<file path="src/rtl/afg_pkg.sv">
package afg_pkg;
    localparam int CF_POS  = 0;
    localparam int PF_POS  = 2;
    localparam int AF_POS  = 4;
    localparam int ZF_POS  = 6;
    localparam int SF_POS  = 7;
    localparam int OF_POS  = 11;
    localparam int ECF_POS = 16;
    localparam int EZF_POS = 17;
    localparam int FLAG_MIN_W = 18;

    typedef enum logic [1:0] {
        SZ_BYTE  = 2'd0,
        SZ_HALF  = 2'd1,
        SZ_WORD  = 2'd2,
        SZ_DWORD = 2'd3
    } op_size_e;

    typedef struct packed {
        logic carry;
        logic aux;
        logic parity;
        logic zero;
        logic sign;
        logic ovf;
    } cond_t;
endpackage

</file>
<file path="src/rtl/afg_size_decode.sv">
module afg_size_decode
    import afg_pkg::*;
#(
    parameter int DATA_W = 64,
    localparam int IDX_W = $clog2(DATA_W)
) (
    input  op_size_e           size,
    output logic [IDX_W-1:0]   msb_idx,
    output logic [DATA_W-1:0]  width_mask
);
    always_comb begin
        unique case (size)
            SZ_BYTE:  msb_idx = IDX_W'(7);
            SZ_HALF:  msb_idx = IDX_W'(15);
            SZ_WORD:  msb_idx = IDX_W'(31);
            SZ_DWORD: msb_idx = IDX_W'(DATA_W - 1);
            default:  msb_idx = IDX_W'(DATA_W - 1);
        endcase
    end

    for (genvar i = 0; i < DATA_W; i++) begin : g_wmask
        assign width_mask[i] = (IDX_W'(i) <= msb_idx);
    end
endmodule

</file>
<file path="src/rtl/afg_cond.sv">
module afg_cond
    import afg_pkg::*;
#(
    parameter int DATA_W = 64,
    localparam int IDX_W = $clog2(DATA_W)
) (
    input  logic [DATA_W-1:0] res,
    input  logic [DATA_W-1:0] opa,
    input  logic [DATA_W-1:0] opb,
    input  logic [IDX_W-1:0]  msb_idx,
    input  logic [DATA_W-1:0] width_mask,
    output cond_t             cond
);
    logic a_top, b_top, r_top;

    function automatic logic carry_at(input logic a, input logic b, input logic r);
        return (a & b) | ((a | b) & ~r);
    endfunction

    always_comb begin
        a_top = opa[msb_idx];
        b_top = opb[msb_idx];
        r_top = res[msb_idx];
        cond.carry  = carry_at(a_top, b_top, r_top);
        cond.aux    = carry_at(opa[3], opb[3], res[3]);
        cond.parity = ~(^res[7:0]);
        cond.zero   = ~|(res & width_mask);
        cond.sign   = r_top;
        cond.ovf    = (a_top == b_top) && (r_top != a_top);
    end
endmodule

</file>
<file path="src/rtl/afg_merge.sv">
module afg_merge
    import afg_pkg::*;
#(
    parameter int FLAG_W = 32
) (
    input  logic [FLAG_W-1:0] old_flags,
    input  logic [FLAG_W-1:0] mask,
    input  cond_t             cond,
    output logic [FLAG_W-1:0] new_flags
);
    logic [FLAG_W-1:0] cond_vec;

    always_comb begin
        cond_vec = '0;
        cond_vec[CF_POS]  = cond.carry;
        cond_vec[PF_POS]  = cond.parity;
        cond_vec[AF_POS]  = cond.aux;
        cond_vec[ZF_POS]  = cond.zero;
        cond_vec[SF_POS]  = cond.sign;
        cond_vec[OF_POS]  = cond.ovf;
        cond_vec[ECF_POS] = cond.carry;
        cond_vec[EZF_POS] = cond.zero;
    end

    for (genvar i = 0; i < FLAG_W; i++) begin : g_bit
        assign new_flags[i] = mask[i] ? cond_vec[i] : old_flags[i];
    end
endmodule

</file>
<file path="src/rtl/alu_flag_update.sv">
module alu_flag_update
    import afg_pkg::*;
#(
    parameter int FLAG_W = 32,
    parameter int DATA_W = 64,
    localparam int IDX_W = $clog2(DATA_W)
) (
    input  logic [FLAG_W-1:0] flags_in,
    input  logic [FLAG_W-1:0] wr_mask,
    input  logic [DATA_W-1:0] res,
    input  logic [DATA_W-1:0] opa,
    input  logic [DATA_W-1:0] opb,
    input  logic [1:0]        size_sel,
    output logic [FLAG_W-1:0] flags_out
);
    logic [IDX_W-1:0]  msb_idx;
    logic [DATA_W-1:0] width_mask;
    cond_t             cond;

    afg_size_decode #(.DATA_W(DATA_W)) u_size (
        .size       (op_size_e'(size_sel)),
        .msb_idx    (msb_idx),
        .width_mask (width_mask)
    );

    afg_cond #(.DATA_W(DATA_W)) u_cond (
        .res        (res),
        .opa        (opa),
        .opb        (opb),
        .msb_idx    (msb_idx),
        .width_mask (width_mask),
        .cond       (cond)
    );

    afg_merge #(.FLAG_W(FLAG_W)) u_merge (
        .old_flags (flags_in),
        .mask      (wr_mask),
        .cond      (cond),
        .new_flags (flags_out)
    );
endmodule

</file>
<file path="config.mk">
export PLATFORM = sky130hd
export DESIGN_NAME = alu_flag_update
export DESIGN_NICKNAME = d
export VERILOG_FILES = /design/src/rtl/afg_pkg.sv /design/src/rtl/afg_size_decode.sv /design/src/rtl/afg_cond.sv /design/src/rtl/afg_merge.sv /design/src/rtl/alu_flag_update.sv
export SDC_FILE = /design/constraint.sdc
export NUM_CORES = 1
export LEC_CHECK = 0
export BUFFER_PORTS_ARGS = -buffer_cell sky130_fd_sc_hd__buf_2
export CAP_MARGIN = 20
export CORE_AREA = 2 2 114 116
export DETAILED_ROUTE_END_ITERATION = 12
export DIE_AREA = 0 0 116 118
export GPL_TIMING_DRIVEN = 0
export PLACE_DENSITY = 0.34
export SETUP_SLACK_MARGIN = 0.5
export SLEW_MARGIN = 20
export SYNTH_ARGS = -nofsm -noshare
export SYNTH_HDL_FRONTEND = slang
export SYNTH_SLANG_ARGS = --single-unit
</file>
<file path="constraint.sdc">
create_clock -name vclk -period 4.35
set_input_delay 0.87 -clock vclk [all_inputs]
set_output_delay 0.87 -clock vclk [all_outputs]
set_load 0.02 [all_outputs]
</file>
* After elaboration in Yosys (flattened, before gate mapping)
Index checks and enable logic that the tools add are counted.
Cells by class: bitwise gates (word level) 12, $lt $le $gt $ge 65, muxes and demuxes 39, reductions and logical operators 5, equal/unequal tests 5
Operator list (count):
- 6-bit less-or-equal comparator (first input constant) | 32
- 5-bit by 6-bit less-or-equal comparator with 1-bit output (first input constant) | 16
- 64-bit bitwise AND | 1
- 64-bit OR reduction | 1
- 4-bit by 6-bit less-or-equal comparator with 1-bit output (first input constant) | 8
- 1-bit 2-to-1 mux | 35
- 3-bit by 6-bit less-or-equal comparator with 1-bit output (first input constant) | 4
- 6-bit one-hot mux with 4 select lines | 1
- 1-bit binary-select mux with 6-bit select | 3
- 1-bit by 6-bit less-or-equal comparator with 1-bit output (first input constant) | 2
- 2-bit by 6-bit less-or-equal comparator with 1-bit output (first input constant) | 2
- 8-bit XOR reduction | 1
- 6-bit by 7-bit < comparator with 1-bit output (second input constant) | 1
- 1-bit bitwise AND | 4
- 2-bit == test (second input constant) | 2
- 1-bit OR | 4
- 1-bit NOT | 3
- 2-bit by 1-bit == test with 1-bit output (second input constant) | 1
- 2-bit zero test | 1
- 1-bit == test | 1
- 1-bit logical AND | 1
- 1-bit zero test | 1
- 1-bit inequality test | 1
Word-level totals: register bits after elaboration 0, output and inout bits 32, input port bits 258, logic and storage cells 126

* Logic depth before layout (Yosys ltp)
Gate-level depths: netlist of run 1.
depth after elaboration 8, mapped depth 6, mapped depth without buffers 6

* Modules after synthesis
From an unflattened synthesis of run 1, not the netlist that was laid out.
Second synthesis, totals: cell total of the unflattened synthesis 265, area total of the unflattened synthesis 2812.7 µm²
By module, submodules not included:
- afg_cond | area each 2018.2 µm², seq. area each 0.0 µm², instances 1, cells an instance 162
- afg_size_decode | area each 524.3 µm², seq. area each 0.0 µm², instances 1, cells an instance 71
- afg_merge | area each 270.3 µm², seq. area each 0.0 µm², instances 1, cells an instance 32

* Worst setup path after synthesis of run 1
No wires, ideal clock.
kind in2out, from in res[11], to out flags_out[17], arrival time 2.275 ns, required time 3.480 ns, path buffers 0, stages 4, slack 1.205 ns, path through or4_1 -> o22ai_2 -> o211ai_1 -> o31ai_1
On the way: cells in the longest elaborated chain, start to end 4
RTL lines:
- start: declaration | line alu_flag_update.sv:10 | input logic [DATA_W-1:0] res,
- 64-bit bitwise AND | line afg_cond.sv:27 | cond.zero = ~|(res & width_mask);
- 64-bit OR reduction | line afg_cond.sv:27
- 1-bit zero test | line afg_cond.sv:27
- 1-bit 2-to-1 mux | line afg_merge.sv:26 | assign new_flags[i] = mask[i] ? cond_vec[i] : old_flags[i];
- end: declaration | line alu_flag_update.sv:14 | output logic [FLAG_W-1:0] flags_out
Every way passes these cells.

* Worst setup path in the final report of run 1
from in size_sel[1], to out flags_out[11]
On the way: cells in the longest elaborated chain, start to end 7, elaborated cells between the ends (all ways) 15, those cells by class 5 x eq/ne; 8 x mux; 2 x reduce/logical
RTL lines:
- start: declaration | line alu_flag_update.sv:13 | input logic [1:0] size_sel,
- 2-bit == test (tied with other cells) | line afg_size_decode.sv:12 | unique case (size)
- 6-bit one-hot mux with 4 select lines * | line afg_size_decode.sv:12
- 1-bit binary-select mux with 6-bit select, on equally long branches | line afg_cond.sv:21, afg_cond.sv:22, afg_cond.sv:23
- 1-bit 2-to-1 mux, on equally long branches | line afg_cond.sv:21, afg_cond.sv:22, afg_cond.sv:23
- 1-bit == test / 1-bit inequality test (equally long branches) | line afg_cond.sv:29 | cond.ovf = (a_top == b_top) && (r_top != a_top);
- 1-bit logical AND * | line afg_cond.sv:29
- 1-bit 2-to-1 mux * | line afg_merge.sv:26
Every way passes the cells marked *; elsewhere a longest branch is shown, timed or not. The select of a mux whose other input is x is not followed.

==> flow_metrics.env, run 1 <==
export IMPL_synth_largest_area_cell="nor2b_1"
export IMPL_syn2layout_area_growth_pct=169
export IMPL_place_inst=430
export IMPL_syn_cell_area_sq_um=636
export IMPL_avgSynthCellArea_sq_um=7.39
export IMPL_wl_mm=3.93
export IMPL_rsz0062_at_grt="false"
export IMPL_routed_via_density=3.11
export IMPL_p_per_area_mw_per_mm2=95.3
export IMPL_total_leakage_power_nw=0.888
export IMPL_dr_pass1_iters=2
export IMPL_synth_nets=346
export IMPL_synth_fa_ha_area_frac=0.0394
export IMPL_worst_path_max_delay_cell="mux4_2"
export IMPL_worst_pin_slew_ns=0.369
export IMPL_place_gp_congestion=0.691
export IMPL_crit_type="input port to output port"
export IMPL_slew_viol_final=0
export IMPL_crit_fanout=5
export IMPL_finalPower_mw=0.163
export IMPL_boundaryPins=290
export IMPL_num_vias=1339
export IMPL_min_path_type="input port to output port"
export IMPL_synth_top_area_share=0.256
export IMPL_hold_depth=3
export IMPL_grt_util_all_layers=0.0519
export IMPL_synth_cell_types=22
export IMPL_dp_hpwl_mm=3.82
export IMPL_setup_tns_final_ns=0
export IMPL_final_cells=430
export IMPL_grt_pass1_wl_mm=5.64
export IMPL_start_util=0.0512
export IMPL_cp_arrival_ns=2.40
export IMPL_synthCells=86
export IMPL_worstSetupStartpointType="input port"
export IMPL_outcome="finished, final reports clean"
export IMPL_crit_required_ns=3.48
export IMPL_avgRoutedWirePerCell_um=9.14
export IMPL_die_area_sq_mm=0.0137
export IMPL_seq_cell_count=0
export IMPL_path_buf_inv=3
export IMPL_layout_drive_gt1_share=0.698
export IMPL_grt_overflow=0
export IMPL_critical_path_top_delay_family="multiplexers"
export IMPL_ctsResizeCount=0
export IMPL_first_global_vias=1311
export IMPL_yosys_top_cells_area="nor2b_1 (26%), xnor2_1 (11%), or4_1 (8.3%)"
export IMPL_post_route_period_util=0.752
export IMPL_finalSetupViolations=0
export IMPL_synth_top_family_by_area="simple AND/OR/NAND/NOR gates"
export IMPL_synth_simple_gate_area_frac=0.518
export IMPL_antenna_found_initial=1
export IMPL_grt_max_degree=7
export IMPL_ys_warn_count=0
export IMPL_max_cap_violations=0
export IMPL_crit_top_cell="buf_2"
export IMPL_synth_compound_area_frac=0.126
export IMPL_clkPwrFrac=0
export IMPL_finalHoldViolCount=0
export IMPL_holdBufCountCts=0
export IMPL_nNetsFinal=520
export IMPL_port_buffers=172
export IMPL_coreArea_sq_mm=0.0124
export IMPL_fin_crit_ns=3.27
export IMPL_peakVddDrop_mv=0.0184
export IMPL_die_y_um=118
export IMPL_worstPathCellList="buf_2 -> mux4_2 -> inv_1 -> ha_1 -> nor2_1 -> mux2_4 -> buf_2"
export IMPL_postCtsSetupRepairBufs=0
export IMPL_drc=0
export IMPL_maxSlewHeadroom=0.752
export IMPL_dieWidth_um=116
export IMPL_num_antenna_cells=0
export IMPL_p_sw_frac=0.460
export IMPL_netSwitchingPower_mw=0.0750
export IMPL_drt_iter0_drc=14
export IMPL_fmax_ghz=0.306
export IMPL_p_int_mw=0.0882
export IMPL_n_clock_buffer=0
export IMPL_regArea_sq_um=0
export IMPL_synthMuxAreaShare=0.189
export IMPL_p_seq_frac=0
export IMPL_seq_area_frac_synth=0
export IMPL_power_share_combinational=1.000
export IMPL_crit_cells=7
export IMPL_row_count=41
export IMPL_antenna_left=0
export IMPL_synth_xor_area_frac=0.110
export IMPL_worst_path_largest_cell_delay_ns=0.60
export IMPL_end_kind="output port"
==> cells in the mapped netlist <==
library cell and number:
o31ai_1 2, nand3_1 2, nor2_1 7, o21a_1 1, xnor2_1 8, mux2_4 1, mux4_2 2, nand4_1 2
o211ai_1 1, or4_1 7, ha_1 2, nor2_2 1, o22ai_2 1, nand2_1 1, a21oi_1 4, a41oi_1 2
inv_1 3, mux4_1 1, nor4_1 8, nor2b_1 26, nor3_1 1, mux2_2 3
==> power by group through the flow <==
stage / Sequential, mW / Combinational (mW) / Clock [mW]
2_1_floorplan: 0 / 0.0743 / 0
3_5_place_dp: 0 / 0.167 / 0
3_3_place_gp: 0 / 0.164 / 0
6_report: 0 / 0.163 / 0
5_1_grt: 0 / 0.180 / 0
4_1_cts: 0 / 0.167 / 0
==> layout make-up <==
cell class	count	area (sq um)
fillers	1475	10700
repair buffers	172	861
multi-input cells	83	624
inverters	3	11.3
well taps	172	215
==> worst paths after layout <==
kind | start | endpoint | slack (ns)
worst max-delay path | size_sel[1] | flags_out[11] | 1.08
worst min-delay path | wr_mask[9] | flags_out[9] | 1.99
==> placed cells by master (no fill, tap or decap), types with 2 or more instances in the layout <==
master and n:
buf_2 172, nor2b_1 26, xnor2_1 8, nor4_1 8, nor2_1 7, or4_1 7, a21oi_1 4, inv_1 3
mux2_2 3, mux4_2 2, nand4_1 2, nand3_1 2, a41oi_1 2, o31ai_1 2, ha_1 2
==> layer usage <==
| layer | vias to the layer above | track usage | share of wire | wire length, um |
|---|---|---|---|---|
| met1 | 546 | 0.0550 | 0.38 | 1480 |
| li1 | 671 | - | - | - |
| met5 | - | 0 | 0.0033 | 13 |
| met3 | 2 | 0.00669 | 0.12 | 487 |
| met4 | 2 | 0 | 0.00025 | 1 |
| met2 | 118 | 0.111 | 0.50 | 1950 |
==> worst min-delay path, cell delays in order <==
cell and delay (ns):
buf_2 0.07, nor2b_1 0.03, buf_2 0.14
==> per-stage QoR <==
step | util | setup WS [ns] | hold slack (ns) | area [sq um]
final | 0.138 | 1.08 | 1.99 | 1710
after global routing | 0.138 | 0.965 | 2.00 | 1710
after CTS | 0.138 | 1.02 | 1.99 | 1710
after detailed placement | 0.138 | 1.03 | 1.99 | 1710
after global placement | 0.138 | 1.03 | 1.99 | 1710
after floorplan | - | 1.21 | 1.82 | 636
==> cell families (layout without fill, tap and decap cells) <==
| logic type | after synthesis | after routing |
|---|---|---|
| mux | 7 | 7 |
| fa+ha+maj | 2 | 2 |
| xor+xnor | 8 | 8 |
| compound gates | 11 | 11 |
| simple gates | 55 | 55 |
| buf+inv | 3 | 175 |
Power figures use the tool's default switching activity.
==> run 2: changes to the inputs <==
Settings changed: CORE_AREA 2 2 114 116 to 2 2 112 114, DIE_AREA 0 0 116 118 to 0 0 114 116, PLACE_DENSITY 0.34 to 0.36.
Clock period 4.35 ns to 2.9 ns, I/O delays scaled along.
==> flow_metrics.env, run 2 (synthesis results as in run 1) <==
export IMPL_slew_viol_final=0
export IMPL_holdBufCountCts=0
export IMPL_start_util=0.0534
export IMPL_maxSlewHeadroom=0.790
export IMPL_critical_path_top_delay_family="simple AND/OR/NAND/NOR gates"
export IMPL_netSwitchingPower_mw=0.122
export IMPL_worst_pin_slew_ns=0.313
export IMPL_p_per_area_mw_per_mm2=149
export IMPL_path_buf_inv=2
export IMPL_first_global_vias=1289
export IMPL_cp_arrival_ns=1.94
export IMPL_p_int_mw=0.155
export IMPL_routed_via_density=3.30
export IMPL_setup_tns_final_ns=0
export IMPL_crit_type="input port to output port"
export IMPL_grt_pass1_wl_mm=5.62
export IMPL_worstPathCellList="buf_6 -> or4_4 -> nor2_4 -> o211ai_1 -> o31ai_2 -> buf_4"
export IMPL_top_usage_layer="met2"
export IMPL_antenna_found_initial=0
export IMPL_worstSetupStartpointType="input port"
export IMPL_drt_iter0_drc=20
export IMPL_grt_overflow=0
export IMPL_worst_path_max_delay_cell="or4_4"
export IMPL_post_route_period_util=0.870
export IMPL_seq_cell_count=0
export IMPL_p_sw_frac=0.441
export IMPL_total_leakage_power_nw=0.942
export IMPL_peakVddDrop_mv=0.0329
export IMPL_finalSetupViolations=0
export IMPL_fmax_ghz=0.396
export IMPL_power_share_combinational=1.000
export IMPL_final_common_cell="buf_2"
export IMPL_crit_required_ns=2.32
export IMPL_antenna_left=0
export IMPL_end_kind="output port"
export IMPL_grt_util_all_layers=0.0527
export IMPL_max_cap_violations=0
export IMPL_coreArea_sq_mm=0.0119
export IMPL_port_buffers=172
export IMPL_fillers=1363
export IMPL_dieWidth_um=114
export IMPL_hold_ws_ns=1.41
export IMPL_use_met1=0.0671
export IMPL_drc=0
export IMPL_dr_pass1_iters=2
export IMPL_row_count=40
export IMPL_num_vias=1351
export IMPL_crit_fanout=2
export IMPL_fin_crit_ns=2.52
export IMPL_p_seq_frac=0
export IMPL_grt_use_met2=0.0984
export IMPL_die_area_sq_mm=0.0132
export IMPL_syn2layout_area_growth_pct=192
export IMPL_n_clock_buffer=0
export IMPL_grt_max_degree=7
export IMPL_worst_path_largest_cell_delay_ns=0.54
export IMPL_final_cell_mix="buf_2 (161), nor2b_1 (26), buf_4 (8)"
export IMPL_nNetsFinal=524
export IMPL_num_antenna_cells=0
export IMPL_layout_drive_gt1_share=0.767
export IMPL_place_gp_congestion=0.659
export IMPL_finalHoldViolCount=0
export IMPL_regArea_sq_um=0
export IMPL_die_y_um=116
export IMPL_rsz0062_at_grt="true"
export IMPL_clkPwrFrac=0
export IMPL_avgRoutedWirePerCell_um=9.59
export IMPL_met3_usage=0.00994
export IMPL_wl_mm=3.92
export IMPL_outcome="finished, final reports clean"
export IMPL_boundaryPins=290
export IMPL_dp_hpwl_mm=3.69
export IMPL_min_path_type="input port to output port"
[run 2: changes by cell type in the layout (fill, tap and decap cells not counted), sizes merged]
cell	before	now
buf	172	175
clkbuf	0	1
[run 2: worst min-delay path: cells and delay by family]
kind                   cells  cell delay, ns
buffers and inverters      2            0.21
and+or+nand+nor            1            0.03
[run 2: final cells by class]
class	instances	area, sq um	share of cell area
Tap cell	147	184	0.0991
Timing Repair Buffer	176	950	0.512
Inverter	3	11.3	0.00607
Multi-Input combinational cell	83	711	0.383
[run 2: repair_timing]
item | 4_1_cts | 5_1_grt
endpoints found under the hold margin | 0 | 0
gates resized for setup | 26 | 7
pin swaps | 12 | 4
setup buffers | 4 | 0
setup endpoints to repair | 5 | 5
[run 2: final timing paths]
check                 cells past startpoint  slack [ns]             to         from
worst min-delay path                      3        1.41  flags_out[22]  wr_mask[22]
worst max-delay path                      6        0.38   flags_out[6]       res[4]
[run 2: power by group through the flow]
stage	clock network [mW]	logic (mW)	registers, mW
floorplan	0	0.112	0
global placement	0	0.245	0
detailed placement	0	0.247	0
CTS	0	0.272	0
global route	0	0.302	0
finish	0	0.277	0
[run 2: routing by layer]
metal / vias up / wire length (um)
met1: 544 / 1680
met4: 0 / 0
met3: 0 / 560
li1: 679 / -
met2: 128 / 1680
met5: - / 0
[run 2: metrics by stage]
step,setup slack (ns),cell area (sq um),utilization,power [mW],cells
final,0.376,1860,0.156,0.277,409
after CTS,0.393,1820,0.153,0.272,409
after detailed placement,0.192,1690,0.142,0.247,405
after global routing,0.293,1860,0.156,0.302,409
after global placement,0.174,1690,0.142,0.245,405
after floorplan,0.469,646,-,0.112,86
